$ cat config.mk
export PLATFORM = sky130hd
export DESIGN_NAME = uv_hiccup_guard
export DESIGN_NICKNAME = d
export VERILOG_FILES = /design/src/rtl/uvh_pkg.sv /design/src/rtl/uvh_datapath.sv /design/src/rtl/uvh_control.sv /design/src/rtl/uv_hiccup_guard.sv
export SDC_FILE = /design/constraint.sdc
export NUM_CORES = 1
export LEC_CHECK = 0
export ABC_AREA = 1
export BUFFER_PORTS_ARGS = -buffer_cell sky130_fd_sc_hd__buf_2
export CORE_MARGIN = 3
export CORE_UTILIZATION = 45
export DETAILED_ROUTE_END_ITERATION = 16
export PLACE_DENSITY_LB_ADDON = 0.15
export REMOVE_ABC_BUFFERS = 1
export SYNTH_ARGS = -nofsm -noshare
export SYNTH_HDL_FRONTEND = slang
export SYNTH_SLANG_ARGS = --single-unit
$ cat constraint.sdc
create_clock -name clk -period 4.65 [get_ports clk]
set_input_delay 0.2325 -clock clk [delete_from_list [all_inputs] [get_ports clk]]
set_output_delay 0.2325 -clock clk [all_outputs]
set_load 0.02 [all_outputs]
$ cat src/rtl/uvh_pkg.sv
package uvh_pkg;

  typedef enum logic [2:0] {
    ST_IDLE,
    ST_MONITOR,
    ST_DEGLITCH,
    ST_SHUTDOWN,
    ST_RESTART,
    ST_LATCHED
  } uvhState_e;

  // Strobes from control to datapath
  typedef struct packed {
    logic restartTimer; // zero prescaler and phase counter (state change)
    logic logFail;      // stamp a failed restart into the history
    logic clearHist;    // drop every stamped failure
  } uvhStrobe_t;

endpackage

$ cat src/rtl/uvh_datapath.sv
module uvh_datapath
  import uvh_pkg::*;
#(
  parameter int CLKS_PER_TICK  = 1000,
  parameter int DEGLITCH_TICKS = 2,
  parameter int SHUTDOWN_TICKS = 500,
  parameter int RESTART_TICKS  = 10,
  parameter int WINDOW_TICKS   = 90000,
  parameter int MAX_FAILS      = 7
) (
  input  logic       clk,
  input  logic       rstN,
  input  uvhStrobe_t strobe,
  output logic       deglitchDone,
  output logic       shutdownDone,
  output logic       restartDone,
  output logic       windowFull
);

  localparam int PRE_W   = (CLKS_PER_TICK > 1) ? $clog2(CLKS_PER_TICK) : 1;
  localparam int LONG_A  = (DEGLITCH_TICKS > RESTART_TICKS) ? DEGLITCH_TICKS : RESTART_TICKS;
  localparam int LONGEST = (LONG_A > SHUTDOWN_TICKS) ? LONG_A : SHUTDOWN_TICKS;
  localparam int TMR_W   = $clog2(LONGEST + 1);
  localparam int STAMP_W = $clog2(WINDOW_TICKS + 1) + 1;
  localparam int IDX_W   = (MAX_FAILS > 1) ? $clog2(MAX_FAILS) : 1;

  localparam logic [PRE_W-1:0]   PRE_LAST  = PRE_W'(CLKS_PER_TICK - 1);
  localparam logic [TMR_W-1:0]   TMR_MAX   = TMR_W'(LONGEST);
  localparam logic [TMR_W-1:0]   DEG_LAST  = TMR_W'(DEGLITCH_TICKS - 1);
  localparam logic [TMR_W-1:0]   SHUT_LAST = TMR_W'(SHUTDOWN_TICKS - 1);
  localparam logic [TMR_W-1:0]   RST_LAST  = TMR_W'(RESTART_TICKS - 1);
  localparam logic [STAMP_W-1:0] WIN_LIM   = STAMP_W'(WINDOW_TICKS);
  localparam logic [IDX_W-1:0]   IDX_LAST  = IDX_W'(MAX_FAILS - 1);

  logic [PRE_W-1:0]   preCnt;
  logic               tick;
  logic [TMR_W-1:0]   phaseCnt;
  logic [STAMP_W-1:0] nowCnt;
  logic [IDX_W-1:0]   wrPtr;
  logic [IDX_W-1:0]   oldIdx;
  logic [STAMP_W-1:0] stampArr [MAX_FAILS];
  logic [STAMP_W-1:0] ageArr   [MAX_FAILS];
  logic               validArr [MAX_FAILS];

  // Prescaler re-phased on every state change so each window is exact
  always_ff @(posedge clk or negedge rstN) begin
    if (!rstN)                     preCnt <= '0;
    else if (strobe.restartTimer)  preCnt <= '0;
    else if (preCnt == PRE_LAST)   preCnt <= '0;
    else                           preCnt <= preCnt + PRE_W'(1);
  end

  assign tick = (preCnt == PRE_LAST);

  always_ff @(posedge clk or negedge rstN) begin
    if (!rstN)                              phaseCnt <= '0;
    else if (strobe.restartTimer)           phaseCnt <= '0;
    else if (tick && phaseCnt != TMR_MAX)   phaseCnt <= phaseCnt + TMR_W'(1);
  end

  always_comb begin
    deglitchDone = tick && (phaseCnt == DEG_LAST);
    shutdownDone = tick && (phaseCnt == SHUT_LAST);
    restartDone  = tick && (phaseCnt == RST_LAST);
  end

  // Free-running tick stamp, compared modulo its width
  always_ff @(posedge clk or negedge rstN) begin
    if (!rstN)     nowCnt <= '0;
    else if (tick) nowCnt <= nowCnt + STAMP_W'(1);
  end

  always_ff @(posedge clk or negedge rstN) begin
    if (!rstN)                  wrPtr <= '0;
    else if (strobe.clearHist)  wrPtr <= '0;
    else if (strobe.logFail)    wrPtr <= (wrPtr == IDX_LAST) ? '0 : wrPtr + IDX_W'(1);
  end

  generate
    for (genvar gi = 0; gi < MAX_FAILS; gi++) begin : g_hist
      assign ageArr[gi] = nowCnt - stampArr[gi];
      always_ff @(posedge clk or negedge rstN) begin
        if (!rstN) begin
          stampArr[gi] <= '0;
          validArr[gi] <= 1'b0;
        end else if (strobe.clearHist) begin
          validArr[gi] <= 1'b0;
        end else if (strobe.logFail && wrPtr == IDX_W'(gi)) begin
          stampArr[gi] <= nowCnt;
          validArr[gi] <= 1'b1;
        end else if (validArr[gi] && ageArr[gi] > WIN_LIM) begin
          validArr[gi] <= 1'b0; // aged out before the stamp can alias
        end
      end
    end
  endgenerate

  // Slot after the write pointer holds the oldest of the newest MAX_FAILS-1
  always_comb begin
    oldIdx     = (wrPtr == IDX_LAST) ? '0 : wrPtr + IDX_W'(1);
    windowFull = validArr[oldIdx] && (ageArr[oldIdx] <= WIN_LIM);
  end

endmodule

$ cat src/rtl/uvh_control.sv
module uvh_control
  import uvh_pkg::*;
(
  input  logic       clk,
  input  logic       rstN,
  input  logic       uvFlag,
  input  logic       uvDisable,
  input  logic       noHiccup,
  input  logic       faultClear,
  input  logic       deglitchDone,
  input  logic       shutdownDone,
  input  logic       restartDone,
  input  logic       windowFull,
  output uvhStrobe_t strobe,
  output logic       convEn,
  output logic       clampReq,
  output logic       faultBit
);

  uvhState_e stateQ, stateNxt;
  logic      failNow;
  logic      enterLatch;

  always_comb begin
    stateNxt = stateQ;
    failNow  = 1'b0;
    if (uvDisable) begin
      stateNxt = ST_IDLE;
    end else begin
      unique case (stateQ)
        ST_IDLE:     stateNxt = (faultBit && !faultClear) ? ST_LATCHED : ST_MONITOR;
        ST_MONITOR:  if (uvFlag) stateNxt = ST_DEGLITCH;
        ST_DEGLITCH: begin
          if (!uvFlag)           stateNxt = ST_MONITOR;
          else if (deglitchDone) stateNxt = noHiccup ? ST_LATCHED : ST_SHUTDOWN;
        end
        ST_SHUTDOWN: if (shutdownDone) stateNxt = ST_RESTART;
        ST_RESTART: begin
          if (restartDone) begin
            if (uvFlag) begin
              failNow  = 1'b1;
              stateNxt = (noHiccup || windowFull) ? ST_LATCHED : ST_SHUTDOWN;
            end else begin
              stateNxt = ST_MONITOR;
            end
          end
        end
        ST_LATCHED:  if (faultClear) stateNxt = ST_MONITOR;
        default:     stateNxt = ST_IDLE;
      endcase
    end
  end

  assign enterLatch          = (stateNxt == ST_LATCHED) && (stateQ != ST_LATCHED);
  assign strobe.restartTimer = (stateNxt != stateQ);
  assign strobe.logFail      = failNow;
  assign strobe.clearHist    = enterLatch || (stateNxt == ST_IDLE);

  always_ff @(posedge clk or negedge rstN) begin
    if (!rstN) stateQ <= ST_MONITOR;
    else       stateQ <= stateNxt;
  end

  // Latch entry wins over a same-cycle clear
  always_ff @(posedge clk or negedge rstN) begin
    if (!rstN)           faultBit <= 1'b0;
    else if (enterLatch) faultBit <= 1'b1;
    else if (faultClear) faultBit <= 1'b0;
  end

  assign convEn   = !(stateQ == ST_SHUTDOWN || stateQ == ST_LATCHED);
  assign clampReq = (stateQ == ST_SHUTDOWN) || (stateQ == ST_RESTART) || (stateQ == ST_LATCHED);

endmodule

$ cat src/rtl/uv_hiccup_guard.sv
module uv_hiccup_guard
  import uvh_pkg::*;
#(
  parameter int CLKS_PER_TICK  = 1000,
  parameter int DEGLITCH_TICKS = 2,
  parameter int SHUTDOWN_TICKS = 500,
  parameter int RESTART_TICKS  = 10,
  parameter int WINDOW_TICKS   = 90000,
  parameter int MAX_FAILS      = 7
) (
  input  logic clk,
  input  logic rstN,
  input  logic uvFlag,
  input  logic uvDisable,
  input  logic noHiccup,
  input  logic faultWrEn,
  input  logic faultWrData,
  output logic convEn,
  output logic clampReq,
  output logic faultBit
);

  uvhStrobe_t strobe;
  logic deglitchDone, shutdownDone, restartDone, windowFull;
  logic faultClear;

  assign faultClear = faultWrEn && !faultWrData;

  uvh_control u_ctl (
    .clk          (clk),
    .rstN         (rstN),
    .uvFlag       (uvFlag),
    .uvDisable    (uvDisable),
    .noHiccup     (noHiccup),
    .faultClear   (faultClear),
    .deglitchDone (deglitchDone),
    .shutdownDone (shutdownDone),
    .restartDone  (restartDone),
    .windowFull   (windowFull),
    .strobe       (strobe),
    .convEn       (convEn),
    .clampReq     (clampReq),
    .faultBit     (faultBit)
  );

  uvh_datapath #(
    .CLKS_PER_TICK  (CLKS_PER_TICK),
    .DEGLITCH_TICKS (DEGLITCH_TICKS),
    .SHUTDOWN_TICKS (SHUTDOWN_TICKS),
    .RESTART_TICKS  (RESTART_TICKS),
    .WINDOW_TICKS   (WINDOW_TICKS),
    .MAX_FAILS      (MAX_FAILS)
  ) u_dp (
    .clk          (clk),
    .rstN         (rstN),
    .strobe       (strobe),
    .deglitchDone (deglitchDone),
    .shutdownDone (shutdownDone),
    .restartDone  (restartDone),
    .windowFull   (windowFull)
  );

endmodule

# Yosys cells after proc, flatten, opt, wreduce, memory -nomap -nowiden
# Cells that the tools add are included.
[totals]
regBits = 177
in_bits = 7
out_inout_bits = 3
[op_classes]
add_sub_neg = 11
n_lt_le_gt_ge = 9
n_eq_ne = 19
n_mux = 52
bitwise = 2
n_reduce_logical = 50
[op_table]
columns = ["operator", "count"]
rows = [
  ["18-bit by 17-bit greater-than comparator with 1-bit output, second input constant", 7],
  ["18-bit subtractor", 7],
  ["18-bit binary-select mux with 3-bit select", 1],
  ["3-bit 2-to-1 mux", 14],
  ["18-bit 2-to-1 mux", 2],
  ["1-bit 2-to-1 mux", 29],
  ["1-bit logical AND", 22],
  ["3-bit nonzero test", 7],
  ["10-bit 2-to-1 mux", 2],
  ["18-bit by 1-bit adder with 18-bit output, second input constant", 1],
  ["3-bit equality test, second input constant", 6],
  ["18-bit by 17-bit less-or-equal comparator with 1-bit output, second input constant", 1],
  ["9-bit 2-to-1 mux", 2],
  ["3-bit one-hot mux with 6 select lines", 1],
  ["2-bit AND reduction", 7],
  ["3-bit by 2-bit equality test with 1-bit output, second input constant", 4],
  ["10-bit by 1-bit adder with 10-bit output, second input constant", 1],
  ["10-bit equality test, second input constant", 1],
  ["9-bit by 1-bit adder with 9-bit output, second input constant", 1],
  ["9-bit by 1-bit equality test with 1-bit output, second input constant", 1],
  ["9-bit by 4-bit equality test with 1-bit output, second input constant", 1],
  ["9-bit equality test, second input constant", 1],
  ["3-bit logical NOT", 3],
  ["9-bit inequality test, second input constant", 1],
  ["other kinds (11)", 20],
]

# Longest topological paths before layout
# Gate-level depths: netlist of run 1.
[depth]
ltp_word = 19
mapped_depth = 37
mapped_depth_nobuf = 34

# By module
# A second synthesis of run 1 with hierarchy kept.
[unflattened]
hier_cells = 2769
hier_area_um2 = 16876.2
[by_module_without_submodules]
columns = ["module", "instances", "cells_per_inst", "area_each_um2", "seq_area_each_um2"]
rows = [
  ["uvh_datapath", 1, 2680, 16364.4, 4329.2],
  ["uvh_control", 1, 87, 501.7, 101.3],
  ["uv_hiccup_guard", 1, 2, 10.0, 0.0],
]

# Worst setup path before layout of run 1
# No wires, ideal clock.
[synth_timing]
path_kind = "reg-to-reg"
from = "register u_dp.nowCnt[1]"
to = "register u_dp.stampArr[35] in the netlist's numbering"
setup_time_ps = 117
arrival_time_ps = 3734
setup_slack_ps = 799
stages_incl_launch_ff = 33
path_buffers = 3
period_less_slack_ps = 3851
cell_sequence = "dfrtp_1 -> clkbuf_1 -> inv_1 -> fa_1 -> inv_1 -> nand3_1 -> nand2_1 -> nand2_1 -> nand2_1 -> nand2_1 -> nand2_1 -> nand2_1 -> nand3_1 -> nand2_1 -> nand3b_1 -> nand2_1 -> nand3_1 -> nor2_1 -> nand3_1 -> nand2_1 -> nand2_1 -> nand2_1 -> nand2_1 -> nand2_1 -> nand2_1 -> nand2_1 -> nand2_1 -> a21boi_4 -> buf_6 -> nand2_2 -> buf_2 -> nand2_1 -> nand2_1"
[synth_via]
elab_chain_len = 17
word_cells_on_any_way = 24
[synth_rtl]
columns = ["element", "line", "source"]
rows = [
  ["from (decl)", "uvh_datapath.sv:38", "logic [STAMP_W-1:0] nowCnt;"],
  ["from (signal assigned)", "uvh_datapath.sv:70", "else if (tick) nowCnt <= nowCnt + STAMP_W'(1);"],
  ["18-bit subtractor", "uvh_datapath.sv:81", "assign ageArr[gi] = nowCnt - stampArr[gi];"],
  ["18-bit binary-select mux with 3-bit select (*)", "uvh_datapath.sv:101", "windowFull = validArr[oldIdx] && (ageArr[oldIdx] <= WIN_LIM);"],
  ["18-bit 2-to-1 mux (implied by the code) (*) (2 in a row)", "uvh_datapath.sv:101", ""],
  ["18-bit by 17-bit less-or-equal comparator with 1-bit output (*)", "uvh_datapath.sv:101", ""],
  ["1-bit logical AND (*)", "uvh_datapath.sv:101", ""],
  ["1-bit logical OR (*)", "uvh_control.sv:42", "stateNxt = (noHiccup || windowFull) ? ST_LATCHED : ST_SHUTDOWN;"],
  ["3-bit 2-to-1 mux (*)", "uvh_control.sv:42", ""],
  ["3-bit 2-to-1 mux (*)", "uvh_control.sv:40", "if (uvFlag) begin"],
  ["3-bit 2-to-1 mux (*)", "uvh_control.sv:39", "if (restartDone) begin"],
  ["3-bit one-hot mux with 6 select lines (*)", "uvh_control.sv:30", "unique case (stateQ)"],
  ["3-bit 2-to-1 mux (*)", "uvh_control.sv:27", "if (uvDisable) begin"],
  ["3-bit equality test", "uvh_control.sv:54", "assign enterLatch = (stateNxt == ST_LATCHED) && (stateQ != ST_LATCHED);"],
  ["1-bit logical AND", "uvh_control.sv:54", ""],
  ["1-bit logical OR (*)", "uvh_control.sv:57", "assign strobe.clearHist = enterLatch || (stateNxt == ST_IDLE);"],
  ["1-bit inverter (no line) (*)", "--", ""],
  ["2-bit AND reduction (no line) (*)", "--", ""],
  ["to (signal, indexed assignment)", "uvh_datapath.sv:89", "stampArr[gi] <= nowCnt;"],
  ["to (decl)", "uvh_datapath.sv:41", "logic [STAMP_W-1:0] stampArr [MAX_FAILS];"],
]
# Every way passes the cells marked *; elsewhere a longest branch is shown, timed or not. The select of a mux whose other input is x is not followed.
# A chain may end at the register's enable or synchronous reset.

# Final worst setup path of run 1
[layout_timing]
from = "register u_dp.nowCnt[0]"
to = "register u_dp.stampArr[7] in the netlist's numbering"
# Same word-level chain as after synthesis.

==> results of run 1 <==
==> final timing paths <==
kind,endpoint,slack (ns)
worst max-delay path,u_dp.stampArr[7],0.44
worst min-delay path,u_ctl.faultBit,0.04
worst max register to register,u_dp.stampArr[7],0.44
worst min register to register,u_dp.stampArr[39],0.47
max in group asynchronous,u_dp.nowCnt[15],3.33
min in group asynchronous,u_dp.stampArr[42],0.35
==> logic make-up after synthesis <==
family	count (synthesis)
AO/OA/AOI/OAI	153
XOR/XNOR	65
adder cells (fa/ha/maj)	132
buffers and inverters	621
flip-flops	177
AND/OR/NAND/NOR	1911
==> repair_timing <==
action	4_1_cts	5_1_grt
endpoints found under the setup margin	0	107
endpoints found under the hold margin	87	0
resized for setup	0	10
hold buffers	2	0
buffers inserted	0	0
==> power by group <==
group | switching, mW | internal, mW
clock | 0.741 | 0.744
sequential | 0.0148 | 1.55
combinational | 0.142 | 0.0577
total | 0.898 | 2.35
==> cell type report <==
type	count	area, um^2	share of cell area
well taps	518	648.1	0.03294
flip-flops and latches	177	4431	0.2252
clock buffers	19	452.9	0.02302
repair buffers	73	663.1	0.03370
inverters	549	2063	0.1049
multi-input cells	2261	11280	0.5732
clock inverters	13	140.1	0.007122
==> placed cells by master, fill, tap and decap left out, types with 24 or more instances in the layout <==
master / n
nand2_1: 1168
inv_1: 541
nand3_1: 408
nor2_1: 176
dfrtp_1: 176
ha_1: 125
a21oi_1: 88
nand4_1: 59
buf_4: 52
xor2_1: 41
o21ai_0: 25
xnor2_1: 24
==> metrics by stage <==
step	cell area, um^2	hold slack [ns]
2_1_floorplan	17720	-0.06309
3_3_place_gp	18990	0.3552
3_5_place_dp	18990	0.3493
4_1_cts	19610	0.02076
5_1_grt	19680	0.08658
6_report	19680	0.03931
==> sequential cells by signal (all words and copies together), names as in the netlist <==
| signal | cells |
|---|---|
| u_ctl.faultBit | 1 |
| u_ctl.stateQ | 3 |
| u_dp.nowCnt | 18 |
| u_dp.phaseCnt | 9 |
| u_dp.preCnt | 10 |
| u_dp.stampArr | 126 |
| u_dp.validArr | 7 |
| u_dp.wrPtr | 3 |
==> worst min-delay path, stage by stage <==
cell,delay (ns)
buf_2,0.09
inv_1,0.05
o21ai_0,0.07
nand2_1,0.06
==> routing by layer <==
layer,share of wire,global-route usage,up-vias
met3,0.064,0.05276,99
met1,0.47,0.3971,8679
met5,0,0,-
li1,-,-,9596
met4,0.027,0.09236,0
met2,0.44,0.4468,547
==> reports/metrics.yaml, run 1 <==
outcome: "complete, no violations"
synth_cells: 3059
powerDensity_nw_per_um2: 165.2
clockBufferDepth: 2
whs_path_depth: 4
hold_viol_final: 0
fin_crit_ns: 4.209
num_rows: 72
synthMuxAreaShare: 0
grt_pass1_wl_um: 94060
synth-seq-area-share: 0.2453
stdcell_count: 3610
io_pins: 10
cpPeakStageDelay_ns: 0.41
synth_seq_cells: 177
gp_congestion: 0.9712
cts_sinks: 177
grt_setup_unrepaired: "false"
synth_top_flop_cell: "dfrtp_1"
die_x_um: 206.3
timing.fmax_mhz: 237.6
postSynthAreaPerCell_um2: 5.903
skew_ns: 0.01059
synth-async-reset-ratio: 1.000
portBuffers: 9
nFillCells: 4211
path_class: "register to register"
synth_top_cells_by_area: "dfrtp_1, nand2_1, nand3_1"
syn-cell-area_um2: 18060
worst_slack_ns: 0.4406
holdCritPathClass: "primary input to register"
crit_start: "u_dp.nowCnt[0]"
placed_cells_incl_taps: 3575
wl_per_cell_um: 16.39
wirelength_um: 59160
initial_core_util: 0.4608
crit_family: "simple AND/OR/NAND/NOR gates"
maxCapViolations: 0
antenna_found_initial: 0
reg2regPathDepth: 32
synth-simple-area-share: 0.4472
cp_common_cell: "nand2_1"
synth-adder-area-share: 0.09437
dpl_worst_slack_ns: 0.3470
clk_pin_slew_ns: 0.08
grt_max_degree: 92
worst_pin_slew_ns: 0.8171
drt_first_pass_iters: 6
slew_headroom: 0.4553
synth_top_area_share: 0.2439
yosysUniqueCellTypes: 51
dp_hpwl_um: 45780
setup_violations: 0
leakagePower_nw: 11.57
synthXorXnorAreaFrac: 0.03152
synth_top_family_by_area: "simple AND/OR/NAND/NOR gates"
cts_made_buffers: 17
cts-root-buf: "clkbuf_16"
drtIter0Drc: 1767
ant_nets: 0
arrival_ns: 4.64
critPathMaxFanout: 21
synthTopCellsByCount: "nand2_1, inv_1, nand3_1, nor2_1, dfrtp_1"
n_antenna_cell: 0
crit_required_ns: 5.08
fin_crit_sh: 0.9053
insertion_delay_ns: 0.49
cts_tree: "yes"
crit_buf_inv: 6
via_count: 18921
grt_use_total: 0.2850
startpoint_type: "register"
drive_gt1_frac: 0.04366
dieArea_um2: 42570
viasPerCell: 5.241
r2r-start: "u_dp.nowCnt[0]"
synth_warnings: 0
synth_top_cell_by_area: "dfrtp_1"
htreeDepth: 4
synth-edff-count: 0
grt_overflow_total: 0
report.final.slew_viol_count: 0
ir_drop_mv: 0.3064
hold_start: "faultWrEn"
synth_compound_area_frac: 0.04878
synthToLayoutAreaGrowth_pct: 8.959
nets: 3218
core_um2: 39190
yosysMostFrequentCell: "nand2_1"
die_y_um: 206.3
grt_pass1_vias: 17682
fin_util: 0.5021
report.power.total_mw: 3.251
critical_path_depth: 32
fin_setup_tns_ns: 0
cp-end-kind: "register"
drc_errors: 0
slowest_stage: "fa_1"
No activity file was read; power rests on OpenSTA's default activity.
==> run 2, diff against run 1 <==
--- a/config.mk
+++ b/config.mk
@@ -7,6 +7,7 @@
 export LEC_CHECK = 0
 export ABC_AREA = 1
 export BUFFER_PORTS_ARGS = -buffer_cell sky130_fd_sc_hd__buf_2
+export CORE_ASPECT_RATIO = 0.5
 export CORE_MARGIN = 3
 export CORE_UTILIZATION = 45
 export DETAILED_ROUTE_END_ITERATION = 16
==> constraint.sdc (replaced) <==
create_clock -name clk -period 4.65 [get_ports clk]
set_input_delay 0.2325 -clock clk [delete_from_list [all_inputs] [get_ports clk]]
set_output_delay 0.2325 -clock clk [all_outputs]
set_load 0.01 [all_outputs]
==> run 2 against run 1 <==
  * Wire length increased by 4.2%
  * Global-route usage increased by 0.72 points
  * First-iteration DRC count decreased by 4.3%
  * Combinational power increased by 8%
  * Register-to-register slack got worse by 0.12 ns
  * Utilization increased by 0.70 points
  * Cell area increased by 1.5%
  * Count of clock-buffer cells in the layout decreased by 1
  * Sequential power about the same
  * Clock skew increased by 0.0038 ns
  * Largest cell class unchanged
==> reports/metrics.yaml, run 2 (synthesis results as in run 1) <==
skew_ns: 0.01438  # was 0.01059 ns
startpoint_type: "register"  # unchanged
maxCapViolations: 0  # unchanged
via_count: 19060  # was 18921
hold_start: "faultWrData"  # was faultWrEn
reg2regPathDepth: 31  # was 32
report.final.slew_viol_count: 0  # unchanged
grt_pass1_wl_um: 96920  # was 94060 um
critPathMaxFanout: 16  # was 21
crit_buf_inv: 5  # was 6
slowest_stage: "fa_1"  # unchanged
layout_commonest_cell: "nand2_1"  # unchanged
stdcell_count: 3633  # was 3610
grt_max_degree: 90  # was 92
r2r-start: "u_dp.nowCnt[0]"  # unchanged
leakagePower_nw: 11.69  # was 11.57 nW
crit_start: "u_dp.nowCnt[0]"  # unchanged
holdCritPathClass: "primary input to register"  # unchanged
regMostFlops: "u_dp.stampArr"  # unchanged
grt_use_total: 0.2922  # was 0.2850
slew_headroom: 0.4598  # was 0.4553
io_pins: 10  # unchanged
hold_path_end: "u_ctl.faultBit"  # unchanged
timing.rr.end: "u_dp.stampArr[18]"  # was u_dp.stampArr[7]
clk_pin_slew_ns: 0.08  # about the same
top_regs: "u_dp.stampArr x126, u_dp.nowCnt x18, u_dp.preCnt x10"  # unchanged
crit_family: "simple AND/OR/NAND/NOR gates"  # unchanged
synthToLayoutAreaGrowth_pct: 10.63  # was 8.959%
die_y_um: 147.7  # was 206.3 um
ir_drop_mv: 0.2588  # was 0.3064 mV
grt_overflow_total: 0  # unchanged
final_cell_mix: "nand2_1, inv_1, nand3_1, dfrtp_1, nor2_1"  # was nand2_1, inv_1, nand3_1, nor2_1, dfrtp_1
whs_path_depth: 3  # was 4
path_class: "register to register"  # unchanged
drtIter0Drc: 1691  # was 1767
drc_errors: 0  # unchanged
drt_first_pass_iters: 6  # unchanged
fin_crit_sh: 0.9320  # was 0.9053
n_antenna_cell: 0  # unchanged
insertion_delay_ns: 0.47  # was 0.49 ns
cpPeakStageDelay_ns: 0.44  # was 0.41 ns
wl_per_cell_um: 16.97  # was 16.39 um
report.power.total_mw: 3.287  # was 3.251 mW
timing.fmax_mhz: 230.7  # was 237.6 MHz
crit_required_ns: 5.06  # was 5.08 ns
htreeDepth: 4  # unchanged
setup_violations: 0  # unchanged
hold_viol_final: 0  # unchanged
portBuffers: 9  # unchanged
largest_register_ffs: 126  # unchanged
num_rows: 51  # was 72
fin_setup_tns_ns: 0  # unchanged
worst_pin_slew_ns: 0.8103  # was 0.8171 ns
wirelength_um: 61640  # was 59160 um
dp_hpwl_um: 47390  # was 45780 um
die_x_um: 289.3  # was 206.3 um
cts_made_buffers: 17  # unchanged
clockBufferDepth: 2  # unchanged
ant_nets: 0  # unchanged
placed_cells_incl_taps: 3590  # was 3575
antenna_found_initial: 0  # unchanged
gp_congestion: 0.9672  # was 0.9712
viasPerCell: 5.246  # was 5.241
cts_tree: "yes"  # unchanged
grt_pass1_vias: 17225  # was 17682
cp-end-kind: "register"  # unchanged
core_um2: 39240  # was 39190 um^2
fin_crit_ns: 4.334  # was 4.209 ns
nets: 3229  # was 3218
initial_core_util: 0.4602  # was 0.4608
nFillCells: 4168  # was 4211
arrival_ns: 4.74  # was 4.64 ns
r2r_slack_ns: 0.32  # was 0.44 ns
outcome: "complete, no violations"  # unchanged
powerDensity_nw_per_um2: 164.5  # was 165.2 nW/um^2
drive_gt1_frac: 0.05575  # was 0.04366
cts-root-buf: "clkbuf_16"  # unchanged
dieArea_um2: 42720  # was 42570 um^2
cp_common_cell: "nand2_1"  # unchanged
cts_sinks: 177  # unchanged
==> run 2: cell types whose count changed in the layout (fill, tap and decap cells not counted), sizes merged <==
cell and change:
buf +10, clkbuf +1, clkinvlp +1, dlygate4sd3 -1
==> run 2: stage by stage <==
step           setup slack [ns]  hold slack (ns)    util  instance area, um^2
6_report                 0.3162          0.04362  0.5091                19980
5_1_grt                -0.01779          0.04663  0.5091                19980
4_1_cts                 0.02132          0.03457  0.5015                19680
3_5_place_dp            0.04684           0.3596  0.4862                19080
3_3_place_gp             0.1223           0.3579  0.4862                19080
2_1_floorplan            -1.167         -0.06309       -                17720
==> run 2: layout make-up <==
class | instances | area (um^2) | share of cell area
clock buffer | 18 | 429.2 | 0.02148
inverter | 549 | 2067 | 0.1035
sequential | 177 | 4431 | 0.2218
multi-input combinational | 2261 | 11380 | 0.5695
clock inverter | 14 | 161.4 | 0.008079
tap | 530 | 663.1 | 0.03319
timing repair buffer | 84 | 848.3 | 0.04246
==> run 2: layer usage <==
layer  vias to the layer above  GRT usage  wire length, um
li1                       9625          -                -
met1                      8800     0.4623            31470
met2                       577     0.4141            24380
met3                        58    0.03929             4576
met4                         0    0.06866             1207
met5                         -          0                0
==> run 2: worst max-delay path by stage <==
| stage | cells after the start | slack [ns] | to |
|---|---|---|---|
| floorplan | 29 | -1.17 | u_dp.stampArr[100] |
| global placement | 33 | 0.12 | u_dp.stampArr[79] |
| detailed placement | 33 | 0.05 | u_dp.stampArr[74] |
| CTS | 33 | 0.02 | u_dp.stampArr[74] |
| global route | 32 | -0.02 | u_dp.stampArr[59] |
| finish | 31 | 0.32 | u_dp.stampArr[18] |
==> run 2: worst min-delay path: stages <==
cell and delay, ns:
buf_2 0.08, o21ai_0 0.09, nand2_1 0.07
==> run 2: what timing repair did <==
item,in CTS,in global routing
hold buffers,1,0
resized for setup,0,41
buffers inserted,0,7
setup endpoints to repair,0,137
endpoints found under the hold margin,87,0
==> run 2: report_power, final <==
group / total [mW] / switching, mW / leakage [nW] / internal, mW
registers: 1.57 / 0.0150 / 2.47 / 1.55
clock network: 1.50 / 0.777 / 0.285 / 0.726
logic: 0.217 / 0.150 / 8.93 / 0.0674
==> run 3, diff against run 2 <==
--- a/config.mk
+++ b/config.mk
@@ -7,7 +7,6 @@
 export LEC_CHECK = 0
 export ABC_AREA = 1
 export BUFFER_PORTS_ARGS = -buffer_cell sky130_fd_sc_hd__buf_2
-export CORE_ASPECT_RATIO = 0.5
 export CORE_MARGIN = 3
 export CORE_UTILIZATION = 45
 export DETAILED_ROUTE_END_ITERATION = 16
==> constraint.sdc (replaced) <==
create_clock -name clk -period 5.55 [get_ports clk]
set_input_delay 0.2775 -clock clk [delete_from_list [all_inputs] [get_ports clk]]
set_output_delay 0.2775 -clock clk [all_outputs]
set_load 0.01 [all_outputs]
==> run 3 against run 2 <==
  * Combinational power fell by 30%
  * Total power decreased by 16%
  * Register-to-register slack better by 0.07 ns
  * Hold slack got worse by 0.0048 ns
  * Cell area down 2.6%
  * Clock skew increased by 0.0058 ns
==> reports/metrics.yaml, run 3 (synthesis results as in run 1) <==
outcome: "complete, no violations"  # unchanged
critPathMaxFanout: 18  # was 16
largest_register_ffs: 126  # unchanged
via_count: 18965  # was 19060
r2r_slack_ns: 0.39  # was 0.32 ns
antenna_found_initial: 0  # unchanged
cts-root-buf: "clkbuf_16"  # unchanged
cts_resized: 0  # unchanged
drtIter0Drc: 1728  # was 1691
clockBufferDepth: 2  # unchanged
placed_cells_incl_taps: 3565  # was 3590
drive_gt1_frac: 0.03864  # was 0.05575
portBuffers: 9  # unchanged
leakagePower_nw: 11.47  # was 11.69 nW
htreeDepth: 4  # unchanged
ir_drop_mv: 0.2363  # was 0.2588 mV
internal_power_mw: 2.018  # was 2.345 mW
dieArea_um2: 42570  # was 42720 um^2
cp-end-kind: "register"  # unchanged
pwr-share-comb: 0.055  # was 0.066
cpPeakStageDelay_ns: 1.11  # was 0.44 ns
grt_setup_unrepaired: "false"
dp_hpwl_um: 46620  # was 47390 um
gp_congestion: 0.9790  # was 0.9672
setup_violations: 0  # unchanged
final_cell_mix: "nand2_1, inv_1, nand3_1, nor2_1, dfrtp_1"  # was nand2_1, inv_1, nand3_1, dfrtp_1, nor2_1
reg2regPathDepth: 27  # was 31
insertion_delay_ns: 0.50  # was 0.47 ns
startpoint_type: "register"  # unchanged
power_frac_seq: 0.478  # was 0.477
holdCritPathClass: "primary input to register"  # unchanged
cts_made_buffers: 17  # unchanged
switching_power_uw: 731.8  # was 942.2 uW
powerDensity_nw_per_um2: 141.2  # was 164.5 nW/um^2
cts_sinks: 177  # unchanged
timing.fmax_mhz: 193.8  # was 230.7 MHz
crit_family: "simple AND/OR/NAND/NOR gates"  # unchanged
whs_path_depth: 3  # unchanged
drc_errors: 0  # unchanged
die_x_um: 206.3  # was 289.3 um
io_pins: 10  # unchanged
wl_per_cell_um: 16.70  # was 16.97 um
fin_setup_tns_ns: 0  # unchanged
placed_area_um2: 18860  # was 19080 um^2
slowest_stage: "dfrtp_1"  # was fa_1
clk_pin_slew_ns: 0.07  # was 0.08 ns
sw_frac_of_total: 0.2662  # was 0.2866
die_y_um: 206.3  # was 147.7 um
fin_util: 0.4968  # was 0.5091
top_regs: "u_dp.stampArr x126, u_dp.nowCnt x18, u_dp.preCnt x10"  # unchanged
viasPerCell: 5.271  # was 5.246
grt_pass1_wl_um: 95660  # was 96920 um
num_rows: 72  # was 51
grt_max_degree: 85  # was 90
hold_start: "faultWrData"  # unchanged
skew_ns: 0.02018  # was 0.01438 ns
arrival_ns: 5.54  # was 4.74 ns
nets: 3206  # was 3229
ant_nets: 0  # unchanged
fin_crit_sh: 0.9296  # was 0.9320
maxCapViolations: 0  # unchanged
drt_first_pass_iters: 6  # unchanged
path_class: "register to register"  # unchanged
initial_core_util: 0.4608  # was 0.4602
wirelength_um: 60090  # was 61640 um
grt_overflow_total: 0  # unchanged
r2r-start: "u_dp.nowCnt[2]"  # was u_dp.nowCnt[0]
grt_pass1_vias: 17683  # was 17225
crit_buf_inv: 0  # was 5
hold_viol_final: 0  # unchanged
cp_common_cell: "nand2_1"  # unchanged
stdcell_count: 3598  # was 3633
regMostFlops: "u_dp.stampArr"  # unchanged
timing.rr.end: "u_dp.stampArr[62]"  # was u_dp.stampArr[18]
synthToLayoutAreaGrowth_pct: 7.801  # was 10.63%
design_area_um2: 19470  # was 19980 um^2
fin_crit_ns: 5.159  # was 4.334 ns
grt_use_total: 0.2894  # was 0.2922
crit_required_ns: 5.93  # was 5.06 ns
hold_path_end: "u_ctl.faultBit"  # unchanged
report.final.slew_viol_count: 0  # unchanged
n_antenna_cell: 0  # unchanged
cts_tree: "yes"  # unchanged
core_um2: 39190  # was 39240 um^2
worst_pin_slew_ns: 1.145  # was 0.8103 ns
pwr-share-clk: 0.467  # was 0.457
layout_commonest_cell: "nand2_1"  # unchanged
slew_headroom: 0.2367  # was 0.4598
==> run 3: changes by cell type in the layout (fill, tap and decap cells not counted), moves of 6 or more <==
cell,delta
nand2_1,+6
buf_12,-9
nand3_1,+8
buf_4,-6
nand3_2,-8
==> run 3: final cells by class <==
class                           instances  area [um^2]
Sequential cell                       177         4431
Tap cell                              518        648.1
Clock buffer                           19        432.9
Fill cell                            4269        19720
Multi-Input combinational cell       2261        11250
Inverter                              549         2063
Timing Repair Buffer                   61        471.7
Clock inverter                         13        168.9
==> run 3: worst max path at each step <==
stage               slack [ns]                 end  depth (start not counted)           start
CTS                       0.46  u_dp.stampArr[108]                         29  u_dp.nowCnt[5]
floorplan                -0.27  u_dp.stampArr[100]                         29  u_dp.nowCnt[1]
global route             0.003  u_dp.stampArr[108]                         29  u_dp.nowCnt[2]
global placement          0.57  u_dp.stampArr[117]                         29  u_dp.nowCnt[5]
finish                    0.39   u_dp.stampArr[62]                         27  u_dp.nowCnt[2]
detailed placement        0.48  u_dp.stampArr[108]                         29  u_dp.nowCnt[5]
==> run 3: through the flow <==
stage          power, mW  hold WS (ns)  worst slack (ns)
2_1_floorplan      1.417      -0.01809           -0.2666
3_3_place_gp       1.489        0.3806            0.5689
3_5_place_dp       1.492        0.3869            0.4804
4_1_cts            2.787       0.01272            0.4642
5_1_grt            2.857       0.05188          0.002677
6_report           2.750       0.03880            0.3909
==> run 3: worst min-delay path, stage by stage <==
cell and delay, ns:
buf_2 0.08, o21ai_0 0.07, nand2_1 0.06
==> run 3: power by group through the flow <==
stage | Combinational [mW] | Clock [mW] | Sequential, mW
floorplan | 0.0802 | 0 | 1.34
global placement | 0.151 | 0 | 1.34
detailed placement | 0.153 | 0 | 1.34
CTS | 0.154 | 1.32 | 1.31
global route | 0.173 | 1.37 | 1.32
finish | 0.151 | 1.28 | 1.31
==> run 3: layer usage <==
metal,GRT usage,vias up,share of wire
li1,-,9595,-
met1,0.4103,8721,0.47
met2,0.4565,562,0.44
met3,0.04095,87,0.060
met4,0.08945,0,0.025
met5,0,-,0
==> run 3: timing repair <==
item / CTS / global route
hold buffers: 1 / 0
buffers inserted: 0 / 0
hold endpoints to repair: 82 / 0
